--- src/rtl/uart_rx_pkg.sv ---
package uart_rx_pkg;
  localparam int unsigned CHAR_W   = 8;
  localparam int unsigned MIN_CHAR = 5;
  localparam int unsigned ERR_W    = 4;
  localparam int unsigned WORD_W   = CHAR_W + ERR_W;
  localparam int unsigned POS_W    = $clog2(CHAR_W);

  // Strobes from the frame controller to the datapath
  typedef struct packed {
    logic             clearChar;
    logic             loadBit;
    logic [POS_W-1:0] bitPos;
    logic             bitVal;
    logic             pushChar;
    logic             frameErr;
  } rxStrobe_t;

  typedef enum logic [1:0] {
    ST_IDLE  = 2'd0,
    ST_START = 2'd1,
    ST_DATA  = 2'd2,
    ST_STOP  = 2'd3
  } rxState_t;
endpackage

--- src/rtl/uartRxCtrl.sv ---
module uartRxCtrl
  import uart_rx_pkg::*;
#(
  parameter int unsigned OVERSAMPLE  = 16,
  parameter int unsigned SYNC_STAGES = 2
) (
  input  logic       clk,
  input  logic       rstN,
  input  logic       rxd,
  input  logic       sampleTick,
  input  logic [1:0] wordLenCode,
  input  logic       rxEnable,
  output rxStrobe_t  strobes
);
  localparam int unsigned CNT_W = $clog2(OVERSAMPLE);
  localparam int unsigned HALF  = OVERSAMPLE / 2;

  logic             rxLine;
  rxState_t         state;
  logic [CNT_W-1:0] tickCnt;
  logic [POS_W-1:0] bitIdx;
  logic [POS_W-1:0] lastIdx;
  logic             fullPeriod;
  logic             halfPeriod;

  // Line synchroniser, depth chosen by parameter
  generate
    if (SYNC_STAGES > 1) begin : g_syncChain
      logic [SYNC_STAGES-1:0] syncReg;
      always_ff @(posedge clk or negedge rstN) begin
        if (!rstN) syncReg <= '1;
        else       syncReg <= {syncReg[SYNC_STAGES-2:0], rxd};
      end
      assign rxLine = syncReg[SYNC_STAGES-1];
    end else begin : g_syncSingle
      logic syncReg;
      always_ff @(posedge clk or negedge rstN) begin
        if (!rstN) syncReg <= 1'b1;
        else       syncReg <= rxd;
      end
      assign rxLine = syncReg;
    end
  endgenerate

  assign fullPeriod = (tickCnt == CNT_W'(OVERSAMPLE - 1));
  assign halfPeriod = (tickCnt == CNT_W'(HALF - 1));

  always_ff @(posedge clk or negedge rstN) begin
    if (!rstN) begin
      state   <= ST_IDLE;
      tickCnt <= '0;
      bitIdx  <= '0;
      lastIdx <= '0;
    end else if (!rxEnable) begin
      state   <= ST_IDLE;
      tickCnt <= '0;
    end else if (sampleTick) begin
      case (state)
        ST_IDLE: begin
          if (!rxLine) begin
            state   <= ST_START;
            tickCnt <= '0;
            lastIdx <= POS_W'(MIN_CHAR - 1) + POS_W'(wordLenCode);
          end
        end
        ST_START: begin
          if (halfPeriod) begin
            tickCnt <= '0;
            bitIdx  <= '0;
            state   <= rxLine ? ST_IDLE : ST_DATA;
          end else begin
            tickCnt <= tickCnt + CNT_W'(1);
          end
        end
        ST_DATA: begin
          if (fullPeriod) begin
            tickCnt <= '0;
            if (bitIdx == lastIdx) state <= ST_STOP;
            else                   bitIdx <= bitIdx + POS_W'(1);
          end else begin
            tickCnt <= tickCnt + CNT_W'(1);
          end
        end
        default: begin
          if (fullPeriod) begin
            tickCnt <= '0;
            state   <= ST_IDLE;
          end else begin
            tickCnt <= tickCnt + CNT_W'(1);
          end
        end
      endcase
    end
  end

  always_comb begin
    strobes           = '0;
    strobes.bitPos    = bitIdx;
    strobes.bitVal    = rxLine;
    strobes.frameErr  = !rxLine;
    strobes.clearChar = rxEnable && sampleTick && (state == ST_IDLE) && !rxLine;
    strobes.loadBit   = rxEnable && sampleTick && (state == ST_DATA) && fullPeriod;
    strobes.pushChar  = rxEnable && sampleTick && (state == ST_STOP) && fullPeriod;
  end

  // disabling the receiver parks the controller
  a_r10_idle_when_disabled: assert property (@(posedge clk) disable iff (!rstN)
    !rxEnable |=> (state == ST_IDLE));

  // data phase entered only from a start still low at mid-bit
  a_r4_start_confirmed: assert property (@(posedge clk) disable iff (!rstN)
    (state == ST_DATA && $past(state) == ST_START) |-> !$past(rxLine));

  // bit index never exceeds the selected length
  a_r3_bit_in_range: assert property (@(posedge clk) disable iff (!rstN)
    strobes.loadBit |-> (bitIdx <= lastIdx));
endmodule

--- src/rtl/uartRxDatapath.sv ---
module uartRxDatapath
  import uart_rx_pkg::*;
#(
  parameter int unsigned DEPTH = 16
) (
  input  logic              clk,
  input  logic              rstN,
  input  rxStrobe_t         strobes,
  input  logic              fifoEn,
  input  logic              readStrobe,
  output logic [WORD_W-1:0] readWord,
  output logic              rxEmpty,
  output logic              rxFull
);
  localparam int unsigned ADDR_W = (DEPTH > 1) ? $clog2(DEPTH) : 1;
  localparam int unsigned CNT_W  = $clog2(DEPTH + 1);

  logic [CHAR_W-1:0] charReg;
  logic [ADDR_W-1:0] wrPtr;
  logic [ADDR_W-1:0] rdPtr;
  logic [CNT_W-1:0]  count;
  logic [CNT_W-1:0]  capLimit;
  logic              overrunPend;
  logic              popOk;
  logic              pushOk;
  logic              dropEvt;
  logic [WORD_W-1:0] pushWord;
  logic [WORD_W-1:0] entryArr [DEPTH];

  // Character assembly, LSB first by bit position
  always_ff @(posedge clk or negedge rstN) begin
    if (!rstN)                  charReg <= '0;
    else if (strobes.clearChar) charReg <= '0;
    else if (strobes.loadBit)   charReg[strobes.bitPos] <= strobes.bitVal;
  end

  // bit 11 overrun, 10 break, 9 parity, 8 framing
  assign pushWord = {overrunPend, 1'b0, 1'b0, strobes.frameErr, charReg};

  assign capLimit = fifoEn ? CNT_W'(DEPTH) : CNT_W'(1);
  assign rxEmpty  = (count == '0);
  assign rxFull   = (count >= capLimit);
  assign popOk    = readStrobe && !rxEmpty;
  assign pushOk   = strobes.pushChar && (!rxFull || popOk);
  assign dropEvt  = strobes.pushChar && !pushOk;

  generate
    for (genvar i = 0; i < DEPTH; i++) begin : g_entry
      logic [WORD_W-1:0] entryQ;
      always_ff @(posedge clk or negedge rstN) begin
        if (!rstN)                                   entryQ <= '0;
        else if (pushOk && wrPtr == ADDR_W'(i))      entryQ <= pushWord;
      end
      assign entryArr[i] = entryQ;
    end
  endgenerate

  always_ff @(posedge clk or negedge rstN) begin
    if (!rstN) begin
      wrPtr       <= '0;
      rdPtr       <= '0;
      count       <= '0;
      overrunPend <= 1'b0;
    end else begin
      if (pushOk) wrPtr <= (wrPtr == ADDR_W'(DEPTH - 1)) ? '0 : wrPtr + ADDR_W'(1);
      if (popOk)  rdPtr <= (rdPtr == ADDR_W'(DEPTH - 1)) ? '0 : rdPtr + ADDR_W'(1);
      case ({pushOk, popOk})
        2'b10:   count <= count + CNT_W'(1);
        2'b01:   count <= count - CNT_W'(1);
        default: count <= count;
      endcase
      if (dropEvt)     overrunPend <= 1'b1;
      else if (pushOk) overrunPend <= 1'b0;
    end
  end

  assign readWord = rxEmpty ? '0 : entryArr[rdPtr];

  // occupancy bounded by depth
  a_r7_no_overflow: assert property (@(posedge clk) disable iff (!rstN)
    count <= CNT_W'(DEPTH));

  // single-entry mode never grows past one
  a_r8_single_entry: assert property (@(posedge clk) disable iff (!rstN)
    (!fifoEn && count == CNT_W'(1) && !readStrobe) |=> (count == CNT_W'(1)));

  // a dropped character arms the overrun tag
  a_r9_overrun_armed: assert property (@(posedge clk) disable iff (!rstN)
    dropEvt |=> overrunPend);

  // empty only falls after a completed stop sample
  a_r6_empty_after_push: assert property (@(posedge clk) disable iff (!rstN)
    $fell(rxEmpty) |-> $past(strobes.pushChar));

  // a lone pop removes exactly one entry
  a_r11_pop_one: assert property (@(posedge clk) disable iff (!rstN)
    (popOk && !pushOk) |=> (count == $past(count) - CNT_W'(1)));
endmodule

--- src/rtl/uartRxFifo.sv ---
module uartRxFifo
  import uart_rx_pkg::*;
#(
  parameter int unsigned OVERSAMPLE  = 16,
  parameter int unsigned SYNC_STAGES = 2,
  parameter int unsigned DEPTH       = 16
) (
  input  logic              clk,
  input  logic              rstN,
  input  logic              rxd,
  input  logic              sampleTick,
  input  logic [1:0]        wordLenCode,
  input  logic              fifoEn,
  input  logic              rxEnable,
  input  logic              readStrobe,
  output logic [WORD_W-1:0] readWord,
  output logic              rxEmpty,
  output logic              rxFull
);
  rxStrobe_t strobes;

  uartRxCtrl #(
    .OVERSAMPLE (OVERSAMPLE),
    .SYNC_STAGES(SYNC_STAGES)
  ) u_ctrl (
    .clk        (clk),
    .rstN       (rstN),
    .rxd        (rxd),
    .sampleTick (sampleTick),
    .wordLenCode(wordLenCode),
    .rxEnable   (rxEnable),
    .strobes    (strobes)
  );

  uartRxDatapath #(
    .DEPTH(DEPTH)
  ) u_data (
    .clk       (clk),
    .rstN      (rstN),
    .strobes   (strobes),
    .fifoEn    (fifoEn),
    .readStrobe(readStrobe),
    .readWord  (readWord),
    .rxEmpty   (rxEmpty),
    .rxFull    (rxFull)
  );
endmodule

--- config.mk ---
export PLATFORM = sky130hd
export DESIGN_NAME = uartRxFifo
export DESIGN_NICKNAME = d
export VERILOG_FILES = /design/src/rtl/uart_rx_pkg.sv /design/src/rtl/uartRxCtrl.sv /design/src/rtl/uartRxDatapath.sv /design/src/rtl/uartRxFifo.sv
export SDC_FILE = /design/constraint.sdc
export NUM_CORES = 1
export LEC_CHECK = 0
export BUFFER_PORTS_ARGS = -buffer_cell sky130_fd_sc_hd__buf_4
export CAP_MARGIN = 40
export CORE_UTILIZATION = 47
export CTS_CLUSTER_SIZE = 12
export DETAILED_ROUTE_END_ITERATION = 10
export PLACE_DENSITY = 0.7
export SYNTH_ARGS = -nofsm -noshare
export SYNTH_HDL_FRONTEND = slang
export SYNTH_SLANG_ARGS = --single-unit
--- constraint.sdc ---
create_clock -name clk -period 2.9 [get_ports clk]
set_input_delay 0.29 -clock clk [delete_from_list [all_inputs] [get_ports clk]]
set_output_delay 0.29 -clock clk [all_outputs]
set_load 0.03 [all_outputs]
==> results.toml <==
[power]
peakVddDrop_uv = 385
power_w = 0.00524
leakagePower_nw = 5.09
power_density_nw_per_um2 = 484

[sta]
max-slew-margin-rel_pct = 52.9
period_minus_slack_ns = 2.80
drv_slew = 0
hold_viol = 0
finalCritPeriodShare_pct = 96.7
setup_viol = 0
setup_slack_ns = 0.0964
worst_slew_pin_slew_ns = 0.707
rsz0062_at_grt = "no"
setup_tns_ns = 0
fmax_mhz = 357
clock_skew_ns = 0.0108

[clock_network]
cts.clk_slew.worst_paths_ns = 0.07
postCtsSetupRepairBufs = 0
cts_buffer_depth = 2
cts.sinks = 196
cts_root_buf = "clkbuf_16"
htree_levels = 4
clk_latency_ns = 0.43
numCtsBuffers = 17
cts_tree = "yes"

[layout]
multiInputGateArea_um2 = 4480
drive_gt1_share_pct = 42.1
nNetsFinal = 712
diodes = 0
mostFrequentLayoutCell = "dfrtp_1"
fillCellCount = 1658
final_cell_mix = "dfrtp_1 (191), mux2_2 (85), mux2_4 (64)"
register_area_um2 = 4910
final_util_pct = 53.4
area_growth_syn_to_layout_pct = 11.3

[critical_path]
cp_max_fo = 10
critPathKind = "reg -> out"
cp-end-kind = "output pin"
r2r-end = "u_data.count[4]"
r2r-start = "u_data.count[1]"
r2r_cells = 8
crit_required_ns = 2.61
r2r_slack_ns = 0.33
startpoint_type = "register"
arrival_ns = 2.51

[logic_synthesis]
yosysTopAreaCellShare_pct = 49.8
synthArstFlopShare_pct = 100
yosys.cell_types.count = 54
synth_top_cell_by_area = "dfrtp_1"
seq_area_frac_synth_pct = 50.4
synth_edf_count = 0
synth_flop_cell = "dfrtp_1"
syn_inst = 676
synthTopCellsByArea = "dfrtp_1 (50%), mux2_4 (9.9%), mux2_2 (9.8%), mux4_2 (9.2%), mux2i_1 (2.9%)"
syn_area_um2 = 9740
syn_area_per_cell_um2 = 14.4
yosysWarnings = 0
ys_ff_latch = 196

[run]
cap_violations = 0

[grt]
grt_pass1_vias = 6088
grt_pass1_wl_um = 33600
grt-ovfl-total = 0
grt_antenna_before_repair = 0
grt_max_degree = 86
grt_usage_pct = 20.6

[placement]
portBuffers = 20
place_ws_ns = 0.349
dp_hpwl_um = 13500
gp_routability_congestion = 0.744

[hold_path]
hp-start = "wordLenCode[0]"
hold_path_class = "in -> reg"
min_to = "u_ctrl.lastIdx[0]"
holdPathStages = 2

[drt]
via_per_inst = 5.79
vias = 5630
first_iter_violations = 305
drc = 0
wire_per_inst_um = 20.8
drt_first_pass_iters = 4
drt_wl_total_um = 20200
antenna_left = 0

[floorplan]
die_w_um = 146
rows = 52
die_h_um = 146
die_area_um2 = 21300
num_io_pins = 23
start_util_pct = 48.0
core_um2 = 20300

[run_status]
status = "completed"
[repair_timing]
item / in CTS / in global routing
gates resized for setup: 0 / 2
endpoints found under the setup margin: 0 / 3
hold buffers: 2 / 0
hold endpoints to repair: 82 / 0
[synth_stat cells, drive strengths merged (2+ instances only)]
cell type  number
a21oi           6
clkbuf         24
nor3            3
nand4           2
o2111ai        16
nand3b          2
or3             2
nand3           9
nor3b           2
inv            10
o211ai          3
dfstp           2
xnor2           8
and2            3
buf            32
nand2          45
mux4           40
nor2            9
ha             12
nor2b           2
o22ai          11
nand2b          5
o31ai           5
dfrtp         194
or4             2
mux2          149
mux2i          28
o21ai          29
a21o            4
[per-layer routing]
metal / vias to the layer above / wire length [µm] / track usage (%)
li1: 2511 / - / -
met1: 3009 / 9360 / 28.2
met2: 90 / 9900 / 33.0
met3: 20 / 666 / 3.92
met4: 0 / 312 / 6.74
met5: - / 0 / 0
[cells by family (layout without fill, tap and decap cells)]
group / count (synthesis) / count (layout) / share of synthesized area, %
compound gates: 86 / 86 / 7.18
xor+xnor: 9 / 9 / 0.809
fa+ha+maj: 13 / 13 / 1.75
buf+inv: 66 / 92 / 3.76
flops: 196 / 196 / 50.4
mux: 217 / 217 / 31.8
other cells: 1 / 2 / 0.0385
simple gates: 88 / 88 / 4.26
[critical path: stages (launching register included)]
cell,delay [ns]
dfrtp_1,0.42
or3_4,0.45
or3_1,0.39
nand2_1,0.41
o22ai_1,0.21
buf_4,0.20
[power by group]
part / internal [W] / total, W / leakage, nW / switching (W)
Sequential: 0.00274 / 0.00276 / 2.71 / 0.0000128
Clock: 0.00129 / 0.00237 / 0.284 / 0.00107
Combinational: 0.0000348 / 0.000122 / 2.10 / 0.0000871
[area by class of cell]
cell class,instances,area share (%)
clock inverters,15,1.55
well taps,270,3.12
inverters,10,0.346
flip-flops and latches,196,45.3
repair buffers,50,4.45
clock buffers,17,3.93
multi-input cells,415,41.3
[worst max path at each step]
stage | start | endpoint | slack (ns) | depth (start not counted)
after floorplan | u_data.count[1] | u_data.count[4] | 0.39 | 8
after global placement | u_data.count[0] | u_data.g_entry[4].entryQ[3] | 0.38 | 8
after detailed placement | u_data.count[1] | u_data.count[4] | 0.35 | 8
after CTS | u_data.count[1] | readWord[0] | 0.06 | 5
after global routing | u_data.count[1] | readWord[0] | 0.003 | 5
final | u_data.count[1] | readWord[0] | 0.1 | 5
[stage by stage]
stage	area, µm²	hold slack, ns	instances
4_1_cts	10800	0.0683	973
2_1_floorplan	9740	-0.00559	677
6_report	10800	0.0881	973
5_1_grt	10800	0.0751	973
3_5_place_dp	10200	0.351	939
3_3_place_gp	10200	0.348	938
[sequential cells by signal, summed over array words and instances, names as in the netlist]
| register | cells |
|---|---|
| u_data.g_entry.entryQ | 160 |
| u_data.charReg | 8 |
| u_data.count | 5 |
| u_ctrl.tickCnt | 4 |
| u_data.rdPtr | 4 |
| u_data.wrPtr | 4 |
| u_ctrl.bitIdx | 3 |
| u_ctrl.lastIdx | 3 |
| u_ctrl.g_syncChain.syncReg | 2 |
| u_ctrl.state | 2 |
| u_data.overrunPend | 1 |
(Power assumes the default switching activity.)
